[config.mk]
export PLATFORM = sky130hd
export DESIGN_NAME = spr_line_mixer
export DESIGN_NICKNAME = d
export VERILOG_FILES = /design/src/rtl/spr_line_pkg.sv /design/src/rtl/spr_ctrl.sv /design/src/rtl/spr_unit.sv /design/src/rtl/spr_pick.sv /design/src/rtl/spr_datapath.sv /design/src/rtl/spr_line_mixer.sv
export SDC_FILE = /design/constraint.sdc
export NUM_CORES = 1
export LEC_CHECK = 0
export BUFFER_PORTS_ARGS = -buffer_cell sky130_fd_sc_hd__buf_2
export CAP_MARGIN = 40
export CORE_ASPECT_RATIO = 2
export CORE_UTILIZATION = 56
export DETAILED_ROUTE_END_ITERATION = 8
export PLACE_DENSITY = 0.8
export SLEW_MARGIN = 10
export SYNTH_ARGS = -nofsm -noshare
export SYNTH_HDL_FRONTEND = slang
export SYNTH_SLANG_ARGS = --single-unit
[constraint.sdc]
create_clock -name clk -period 3.02 [get_ports clk]
set_input_delay 0.302 -clock clk [delete_from_list [all_inputs] [get_ports clk]]
set_output_delay 0.302 -clock clk [all_outputs]
set_load 0.01 [all_outputs]
[src/rtl/spr_line_pkg.sv]
package spr_line_pkg;
  localparam int NUM_UNITS_DEF = 8;
  localparam int POS_W_DEF     = 8;
  localparam int PAT_W_DEF     = 8;
  localparam int PAL_W_DEF     = 2;
  localparam int PIX_W         = 2;

  // Strobes from control to the unit array
  typedef struct packed {
    logic load;
    logic advance;
  } sprStrobe_t;
endpackage

[src/rtl/spr_ctrl.sv]
module spr_ctrl
  import spr_line_pkg::*;
(
  input  logic       lineLoad,
  input  logic       pixelEn,
  output sprStrobe_t strobe
);
  // A line load overrides a pixel advance in the same cycle
  always_comb begin
    strobe.load    = lineLoad;
    strobe.advance = pixelEn & ~lineLoad;
  end
endmodule

[src/rtl/spr_unit.sv]
module spr_unit
  import spr_line_pkg::*;
#(
  parameter int POS_W = POS_W_DEF,
  parameter int PAT_W = PAT_W_DEF,
  parameter int PAL_W = PAL_W_DEF
) (
  input  logic             clk,
  input  logic             rstN,
  input  sprStrobe_t       strobe,
  input  logic [POS_W-1:0] loadPos,
  input  logic [PAT_W-1:0] loadLo,
  input  logic [PAT_W-1:0] loadHi,
  input  logic [PAL_W-1:0] loadPal,
  input  logic             loadBehind,
  output logic [PIX_W-1:0] pixel,
  output logic [PAL_W-1:0] pal,
  output logic             behind
);
  localparam int CNT_W = $clog2(PAT_W + 1);

  logic [POS_W-1:0] posCnt;
  logic [PAT_W-1:0] shiftLo;
  logic [PAT_W-1:0] shiftHi;
  logic [CNT_W-1:0] pixLeft;
  logic [PAL_W-1:0] palReg;
  logic             behindReg;
  logic             active;

  assign active = (posCnt == '0) && (pixLeft != '0);

  always_ff @(posedge clk or negedge rstN) begin
    if (!rstN) begin
      posCnt    <= '0;
      shiftLo   <= '0;
      shiftHi   <= '0;
      pixLeft   <= '0;
      palReg    <= '0;
      behindReg <= 1'b0;
    end else if (strobe.load) begin
      posCnt    <= loadPos;
      shiftLo   <= loadLo;
      shiftHi   <= loadHi;
      pixLeft   <= CNT_W'(PAT_W);
      palReg    <= loadPal;
      behindReg <= loadBehind;
    end else if (strobe.advance) begin
      if (posCnt != '0) begin
        posCnt <= posCnt - 1'b1;
      end else if (pixLeft != '0) begin
        shiftLo <= {shiftLo[PAT_W-2:0], 1'b0};
        shiftHi <= {shiftHi[PAT_W-2:0], 1'b0};
        pixLeft <= pixLeft - 1'b1;
      end
    end
  end

  assign pixel  = active ? {shiftHi[PAT_W-1], shiftLo[PAT_W-1]} : '0;
  assign pal    = palReg;
  assign behind = behindReg;
endmodule

[src/rtl/spr_pick.sv]
module spr_pick
  import spr_line_pkg::*;
#(
  parameter int NUM_UNITS = NUM_UNITS_DEF,
  parameter int PAL_W     = PAL_W_DEF
) (
  input  logic [NUM_UNITS*PIX_W-1:0] unitPix,
  input  logic [NUM_UNITS*PAL_W-1:0] unitPal,
  input  logic [NUM_UNITS-1:0]       unitBehind,
  input  logic [PAL_W+PIX_W-1:0]     bgPixel,
  output logic [PAL_W+PIX_W:0]       palAddr
);
  logic             found;
  logic [PIX_W-1:0] winPix;
  logic [PAL_W-1:0] winPal;
  logic             winBehind;
  logic             bgOpaque;

  // Scan from the highest index down so the lowest opaque unit is kept
  always_comb begin
    found     = 1'b0;
    winPix    = '0;
    winPal    = '0;
    winBehind = 1'b0;
    for (int k = NUM_UNITS - 1; k >= 0; k--) begin
      if (unitPix[k*PIX_W +: PIX_W] != '0) begin
        found     = 1'b1;
        winPix    = unitPix[k*PIX_W +: PIX_W];
        winPal    = unitPal[k*PAL_W +: PAL_W];
        winBehind = unitBehind[k];
      end
    end
  end

  assign bgOpaque = bgPixel[PIX_W-1:0] != '0;

  always_comb begin
    if (found && !(winBehind && bgOpaque)) begin
      palAddr = {1'b1, winPal, winPix};
    end else if (bgOpaque) begin
      palAddr = {1'b0, bgPixel};
    end else begin
      palAddr = '0;
    end
  end
endmodule

[src/rtl/spr_datapath.sv]
module spr_datapath
  import spr_line_pkg::*;
#(
  parameter int NUM_UNITS = NUM_UNITS_DEF,
  parameter int POS_W     = POS_W_DEF,
  parameter int PAT_W     = PAT_W_DEF,
  parameter int PAL_W     = PAL_W_DEF
) (
  input  logic                       clk,
  input  logic                       rstN,
  input  sprStrobe_t                 strobe,
  input  logic [NUM_UNITS*POS_W-1:0] loadX,
  input  logic [NUM_UNITS*PAT_W-1:0] loadPlaneLo,
  input  logic [NUM_UNITS*PAT_W-1:0] loadPlaneHi,
  input  logic [NUM_UNITS*PAL_W-1:0] loadPal,
  input  logic [NUM_UNITS-1:0]       loadBehind,
  input  logic [PAL_W+PIX_W-1:0]     bgPixel,
  output logic [PAL_W+PIX_W:0]       palAddr
);
  logic [NUM_UNITS*PIX_W-1:0] unitPix;
  logic [NUM_UNITS*PAL_W-1:0] unitPal;
  logic [NUM_UNITS-1:0]       unitBehind;

  for (genvar k = 0; k < NUM_UNITS; k++) begin : g_unit
    spr_unit #(
      .POS_W(POS_W),
      .PAT_W(PAT_W),
      .PAL_W(PAL_W)
    ) unit_i (
      .clk       (clk),
      .rstN      (rstN),
      .strobe    (strobe),
      .loadPos   (loadX[k*POS_W +: POS_W]),
      .loadLo    (loadPlaneLo[k*PAT_W +: PAT_W]),
      .loadHi    (loadPlaneHi[k*PAT_W +: PAT_W]),
      .loadPal   (loadPal[k*PAL_W +: PAL_W]),
      .loadBehind(loadBehind[k]),
      .pixel     (unitPix[k*PIX_W +: PIX_W]),
      .pal       (unitPal[k*PAL_W +: PAL_W]),
      .behind    (unitBehind[k])
    );
  end

  spr_pick #(
    .NUM_UNITS(NUM_UNITS),
    .PAL_W    (PAL_W)
  ) pick_i (
    .unitPix   (unitPix),
    .unitPal   (unitPal),
    .unitBehind(unitBehind),
    .bgPixel   (bgPixel),
    .palAddr   (palAddr)
  );
endmodule

[src/rtl/spr_line_mixer.sv]
module spr_line_mixer
  import spr_line_pkg::*;
#(
  parameter int NUM_UNITS = NUM_UNITS_DEF,
  parameter int POS_W     = POS_W_DEF,
  parameter int PAT_W     = PAT_W_DEF,
  parameter int PAL_W     = PAL_W_DEF
) (
  input  logic                       clk,
  input  logic                       rstN,
  input  logic                       lineLoad,
  input  logic                       pixelEn,
  input  logic [NUM_UNITS*POS_W-1:0] loadX,
  input  logic [NUM_UNITS*PAT_W-1:0] loadPlaneLo,
  input  logic [NUM_UNITS*PAT_W-1:0] loadPlaneHi,
  input  logic [NUM_UNITS*PAL_W-1:0] loadPal,
  input  logic [NUM_UNITS-1:0]       loadBehind,
  input  logic [PAL_W+PIX_W-1:0]     bgPixel,
  output logic [PAL_W+PIX_W:0]       palAddr
);
  sprStrobe_t strobe;

  spr_ctrl ctrl_i (
    .lineLoad(lineLoad),
    .pixelEn (pixelEn),
    .strobe  (strobe)
  );

  spr_datapath #(
    .NUM_UNITS(NUM_UNITS),
    .POS_W    (POS_W),
    .PAT_W    (PAT_W),
    .PAL_W    (PAL_W)
  ) dp_i (
    .clk        (clk),
    .rstN       (rstN),
    .strobe     (strobe),
    .loadX      (loadX),
    .loadPlaneLo(loadPlaneLo),
    .loadPlaneHi(loadPlaneHi),
    .loadPal    (loadPal),
    .loadBehind (loadBehind),
    .bgPixel    (bgPixel),
    .palAddr    (palAddr)
  );
endmodule

==> run metrics, run 1 <==
post-layout util 73.4%; Starting Density 56.9%; NetSw 0.00215 W; DR iter-0 viols 631; share of cells above drive strength 1 24.3%; Clock power frac 37.0%; Final #Nets 1888; footprint of the multi-input gates 0.00605 sq mm; DR pass1 iterations 5; CORE AREA 0.0220 sq mm; synth unique cells 59; launching point of the worst reg2reg path dp_i.g_unit[5].unit_i.posCnt[4]; setup ws final -284 ps; worst path arrival time 3000 ps; max incr delay on CP 610 ps; register area share after synthesis 49.6%; Worst-path clk slew 70 ps; Logic pwr share 15.2%; maxcap violations 0; total vias in the final route 10.7k; Total GRT Usage 28.9%; clock buffer count from CTS 23; vias per cell 5.54; Reg-to-Reg End dp_i.g_unit[5].unit_i.shiftHi[1]; most common cell in the netlist nand2_1; ANT nets after route 0; failing checks setup timing; Req. time, crit path 2720 ps; WHS 2.82 ps; WHS Path Cells 3; Yosys top cell by area dfrtp_1; die height 213 um; Setup CP Type register to primary output; hpwl dp 21.7 mm; Achievable Freq 303 MHz; Post-Syn Nets 1556; Slew @ Worst Pin 698 ps; initial antenna violation count 9; worst skew pair latency 520 ps; Slew Viols, Final 0; switching share of power 26.5%; CTS root buf clkbuf_16; Syn Area/Cell 9.60 sq um; H-tree depth 1; Area contributors post-synth dfrtp_1, mux2i_1, o21ai_0, nand2_1, ha_1; P&R area growth vs syn 29.0%; Hold Crit Class primary input to register; EDFF count, synth 0; Tcrit/Tclk final 109%; Mapped Area 0.0125 sq mm; crit start category register; number of global-route vias before repair 11.1k; CP endpoint kind primary output; CTS tree done; ys async rst share 100%; Post-Layout Cell Count 1937; drt drc 0; Cell Pwr Density 501 mW/mm^2; clk buf depth 3; Static Leak 7.91 nW; final hold vios 0; Synth top area share 49.6%; routed wire length 33.3 mm; reg-to-reg slack, setup 500 ps; Max VDD drop 0.000522 V; total gr overflow 0; Die ar. 0.0230 sq mm; Die W 108 um; #FFs+latches synth 248; Most used DFF post-synth dfrtp_1; fin crit period 3300 ps; CP max FO 4; RSZ-0062 raised after global routing true; PortBufs 228; cell breakdown of the critical path nor4_1, buf_4, and2_1, nand3_1, a31o_2, a21o_1, o21ai_1, mux2_4, buf_6; skew final 18.9 ps; Ys Warns 0; largest net degree at the start of global routing 130; Worst path depth 9; Sink Count 248; first-pass GRT wire length 52.0 mm; sequential share of power 47.8%; IO Pins 229; status complete, but fails checks; worst setup path startpoint dp_i.g_unit[5].unit_i.posCnt[4]; Wirelength per Cell 17.2 um; slowest CP cell nor4_1; FP Rows 77; CP Buf/Inv Count 2; Worst Setup EP palAddr[0]; cells on worst reg2reg path 7; Sequential Area 0.00621 sq mm; slew margin rel. 53.4%; Filler Cells Inserted 1481; cell internal pwr 0.00594 W; pre-CTS setup slack -9.82 ps; final setup fails 5; placed cell count 1780; Crit path max-delay family simple AND/OR/NAND/NOR gates; gpl congestion 0.857; Final Power 0.00809 W; synthesized instance count 1303; top cells by count, synth nand2_1, dfrtp_1, o21ai_0
[flip-flops by register name (all words and copies together) (netlist names)]
name and flops:
dp_i.g_unit.unit_i.pal 16, dp_i.g_unit.unit_i.posCnt 64, dp_i.g_unit.unit_i.behind 8, dp_i.g_unit.unit_i.pixLeft 32, dp_i.g_unit.unit_i.shiftLo 64, dp_i.g_unit.unit_i.shiftHi 64
[final cells by class]
type,count,area share (%)
sequential,248,38.5
multi-input combinational,944,37.5
timing repair buffer,378,16.1
clock buffer,26,3.76
tap,276,2.14
clock inverter,15,0.993
inverter,40,0.931
antenna,10,0.155
[tightest hold or removal path: cells and delay by family]
| family | cells | cell delay (ps) |
|---|---|---|
| buffers and inverters | 1 | 70 |
| AO/OA/AOI/OAI | 1 | 70 |
| AND/OR/NAND/NOR | 1 | 50 |
[worst min-delay path by stage]
| stage | startpoint | to | slack (ps) |
|---|---|---|---|
| after floorplan | rstN | dp_i.g_unit[0].unit_i.behind | 6 |
| after global routing | loadPal[12] | dp_i.g_unit[6].unit_i.pal[0] | 1 |
| after CTS | loadPlaneLo[4] | dp_i.g_unit[0].unit_i.shiftLo[4] | 0.3 |
| after detailed placement | rstN | dp_i.g_unit[2].unit_i.posCnt[4] | 350 |
| final | loadX[16] | dp_i.g_unit[2].unit_i.posCnt[0] | 3 |
| after global placement | rstN | dp_i.g_unit[2].unit_i.posCnt[4] | 350 |
[metrics by stage]
step / area, sq um / TNS, ps
2_1_floorplan: 12500 / 0
3_3_place_gp: 14100 / 0
3_5_place_dp: 14100 / -15.5
4_1_cts: 15900 / -1260
5_1_grt: 16100 / -1620
6_report: 16100 / -1150
[power by group through the flow]
stage / Clock [W] / Sequential, W / Combinational, W
floorplan: 0 / 0.00384 / 0.000642
global placement: 0 / 0.00389 / 0.00102
detailed placement: 0 / 0.00391 / 0.00105
CTS: 0.00304 / 0.00385 / 0.00118
global route: 0.00315 / 0.00390 / 0.00137
finish: 0.00299 / 0.00387 / 0.00123
[timing repair]
action / CTS / global route
resized for setup: 22 / 27
endpoints found under the hold margin: 175 / 1
hold buffers: 93 / 1
setup buffers: 1 / 11
pin swaps: 6 / 14
setup endpoints to repair: 5 / 5
[layer usage]
| metal | share of wire, % | up-vias | global-route usage (%) |
|---|---|---|---|
| li1 | - | 5133 | - |
| met1 | 37 | 5187 | 31.1 |
| met2 | 54 | 310 | 53.7 |
| met3 | 4.3 | 102 | 3.98 |
| met4 | 4.8 | 0 | 15.5 |
| met5 | 0 | - | 0 |
[placed cells by master (no fill, tap or decap), types with 4 or more instances in the layout]
master         count
nand3_1           20
clkbuf_16         23
buf_12             4
buf_4             49
nand2_1          261
and3_1             4
or3b_4             4
or3b_2             4
dlygate4sd3_1     94
or3_1             12
a21oi_1           19
or4_1              6
nor3_1            15
xor2_1            34
inv_1             31
mux2_2            23
buf_6              4
ha_1              25
mux2i_1          116
clkinv_2           9
o21ai_0          199
buf_2            225
nor3b_1            4
inv_2              9
dfrtp_1          248
diode_2           10
nand4_1            5
xnor2_1           40
or2_2              5
nor2_1            62
nor4_1            16
[cell families after synthesis]
family | share of synthesized area [%]
buffers and inverters | 3.44
AND/OR/NAND/NOR | 16.4
adder cells (fa/ha/maj) | 2.90
AO/OA/AOI/OAI | 11.0
multiplexers | 11.5
flip-flops | 49.6
XOR/XNOR | 5.18
No activity file was read; power rests on OpenSTA's default activity.
==> run 2: changes to the inputs <==
CORE_UTILIZATION = 61   (was 56)
PLACE_DENSITY = 0.86   (was 0.8)
clock period = 3.8 ns   (was 3.02 ns; I/O delays follow)
==> run 2 against run 1 <==
  * The run ends with hold timing left
  * Global-route usage shrank 0.20 points
  * First-iteration DRC count decreased by 35%
  * Via count down 5.9%
  * Critical path depth unchanged
  * Flip-flop and latch count unchanged
  * Combinational power is 34% lower
  * Sequential power down 21%
  * Clock skew is 6.9 ps lower
  * Critical path type unchanged
  * Critical endpoint unchanged
  * Largest power group unchanged
  * Highest routed layer is now met5
==> run metrics, run 2 (synthesis results as in run 1) <==
Slew @ Worst Pin 942 ps; Wirelength per Cell 16.7 um; clk buf depth 3; routed wire length 29.7 mm; Die ar. 0.0211 sq mm; P&R area growth vs syn 17.9%; most frequent cells in the layout nand2_1, dfrtp_1, buf_2; Final Power 0.00627 W; skew final 12.0 ps; NetSw 0.00160 W; Cell Pwr Density 425 mW/mm^2; Die W 103 um; Max VDD drop 0.000427 V; final hold vios 4; Starting Density 62.5%; slowest CP cell or4_4; failing checks hold timing; first-pass GRT wire length 47.1 mm; cell breakdown of the critical path inv_1, ha_1, or3b_2, or4_4, and3_1, a21oi_1, and2_2, mux2_4, buf_2; Sink Count 248; drt drc 0; crit start category register; CP max FO 6; max incr delay on CP 590 ps; worst path arrival time 3320 ps; clock buffer count from CTS 22; share of cells above drive strength 1 22.0%; Clock power frac 38.0%; pre-CTS setup slack 449 ps; Final #Nets 1755; DR iter-0 viols 413; CP endpoint kind primary output; CTS tree done; Static Leak 7.31 nW; Setup CP Type register to primary output; maxcap violations 0; ANT nets after route 0; setup ws final 98.3 ps; gpl congestion 0.842; PortBufs 228; CORE AREA 0.0200 sq mm; status complete, but fails checks; worst skew pair latency 510 ps; Total GRT Usage 28.7%; Sequential Area 0.00621 sq mm; largest net degree at the start of global routing 154; vias per cell 5.67; Req. time, crit path 3420 ps; cell internal pwr 0.00467 W; sequential share of power 49.0%; FP Rows 73; number of global-route vias before repair 10.3k; setup tns final 0 ps; total gr overflow 0; CTS root buf clkbuf_16; IO Pins 229; switching share of power 25.6%; initial antenna violation count 4; Achievable Freq 270 MHz; Slew Viols, Final 0; post-CTS setup buffers 0; Hold Crit Class primary input to async pin; die height 205 um; fin crit period 3700 ps; slew margin rel. 37.2%; leading cell type in the layout, fill and taps excluded nand2_1; final setup fails 0; WHS -31.3 ps; H-tree depth 1; CP Buf/Inv Count 2; DR pass1 iterations 5; Tcrit/Tclk final 97.4%; Largest regs dp_i.g_unit.unit_i.posCnt x64, dp_i.g_unit.unit_i.shiftHi x64, dp_i.g_unit.unit_i.shiftLo x64; hpwl dp 21.3 mm; Worst-path clk slew 70 ps; total vias in the final route 10.1k; Filler Cells Inserted 1353; Logic pwr share 13.0%; footprint of the multi-input gates 0.00592 sq mm; post-route cell area 0.0147 sq mm; placed cell areas 0.0139 sq mm; post-layout util 73.7%; Crit path max-delay family simple AND/OR/NAND/NOR gates
[run 2: cell count changes in the layout (fill, tap and decap cells not counted), moves of 4 or more]
cell / before / now
dlygate4sd3_1: 94 / 0
diode_2: 10 / 3
inv_1: 31 / 40
or3b_4: 4 / 0
inv_2: 9 / 0
ha_1: 25 / 29
buf_6: 4 / 0
clkinv_2: 9 / 2
buf_4: 49 / 13
nor3b_1: 4 / 8
[run 2: cell type report]
type                       count  area share [%]
antenna                        3          0.0509
tap                          262            2.22
multi-input combinational    944            40.1
timing repair buffer         246            9.18
sequential                   248            42.1
clock buffer                  30            4.42
inverter                      40            1.02
clock inverter                 9           0.916
[run 2: power groups by stage]
stage	combinational [W]	sequential [W]	clock, W
2_1_floorplan	0.000510	0.00305	0
3_3_place_gp	0.000773	0.00309	0
3_5_place_dp	0.000804	0.00311	0
4_1_cts	0.000817	0.00306	0.00241
5_1_grt	0.000927	0.00310	0.00251
6_report	0.000817	0.00307	0.00238
[run 2: routing by layer]
| layer | wire (um) | GRT usage [%] |
|---|---|---|
| met4 | 1320 | 13.1 |
| met3 | 1400 | 4.40 |
| met2 | 16200 | 53.1 |
| met5 | 13 | 0 |
| met1 | 10800 | 31.3 |
[run 2: worst register-to-register path, cell delays in order, from the launching register on]
cell	delay, ps
dfrtp_1	410
inv_1	70
ha_1	170
or3b_2	500
nor3_1	510
nand2_1	270
buf_4	290
mux2i_1	190
o21ai_0	120
[run 2: stage by stage]
| stage | instances | hold WS (ps) |
|---|---|---|
| 5_1_grt | 1782 | 52.7 |
| 4_1_cts | 1779 | 32.5 |
| 2_1_floorplan | 1303 | 84.4 |
| 6_report | 1782 | -31.3 |
| 3_5_place_dp | 1740 | 497 |
| 3_3_place_gp | 1739 | 494 |
[run 2: worst paths after layout]
kind | startpoint | to | slack [ps] | cells after the start
worst min register to register | dp_i.g_unit[6].unit_i.pal[0] | dp_i.g_unit[6].unit_i.pal[0] | 510 | 1
min in group clk | loadPlaneHi[0] | dp_i.g_unit[0].unit_i.shiftHi[0] | 70 | 3
worst min-delay path | rstN | dp_i.g_unit[2].unit_i.posCnt[5] | -30 | 1
max in group asynchronous | rstN | dp_i.g_unit[4].unit_i.shiftLo[1] | 2910 | 2
worst max register to register | dp_i.g_unit[1].unit_i.posCnt[0] | dp_i.g_unit[1].unit_i.shiftHi[5] | 1110 | 8
worst max-delay path | dp_i.g_unit[1].unit_i.posCnt[0] | palAddr[0] | 100 | 9
[run 2: repair_timing]
item / CTS / global route
gates resized for setup: 2 / 6
gates cloned: 0 / 0
hold buffers: 0 / 0
endpoints found under the setup margin: 2 / 4
pin swaps: 0 / 1
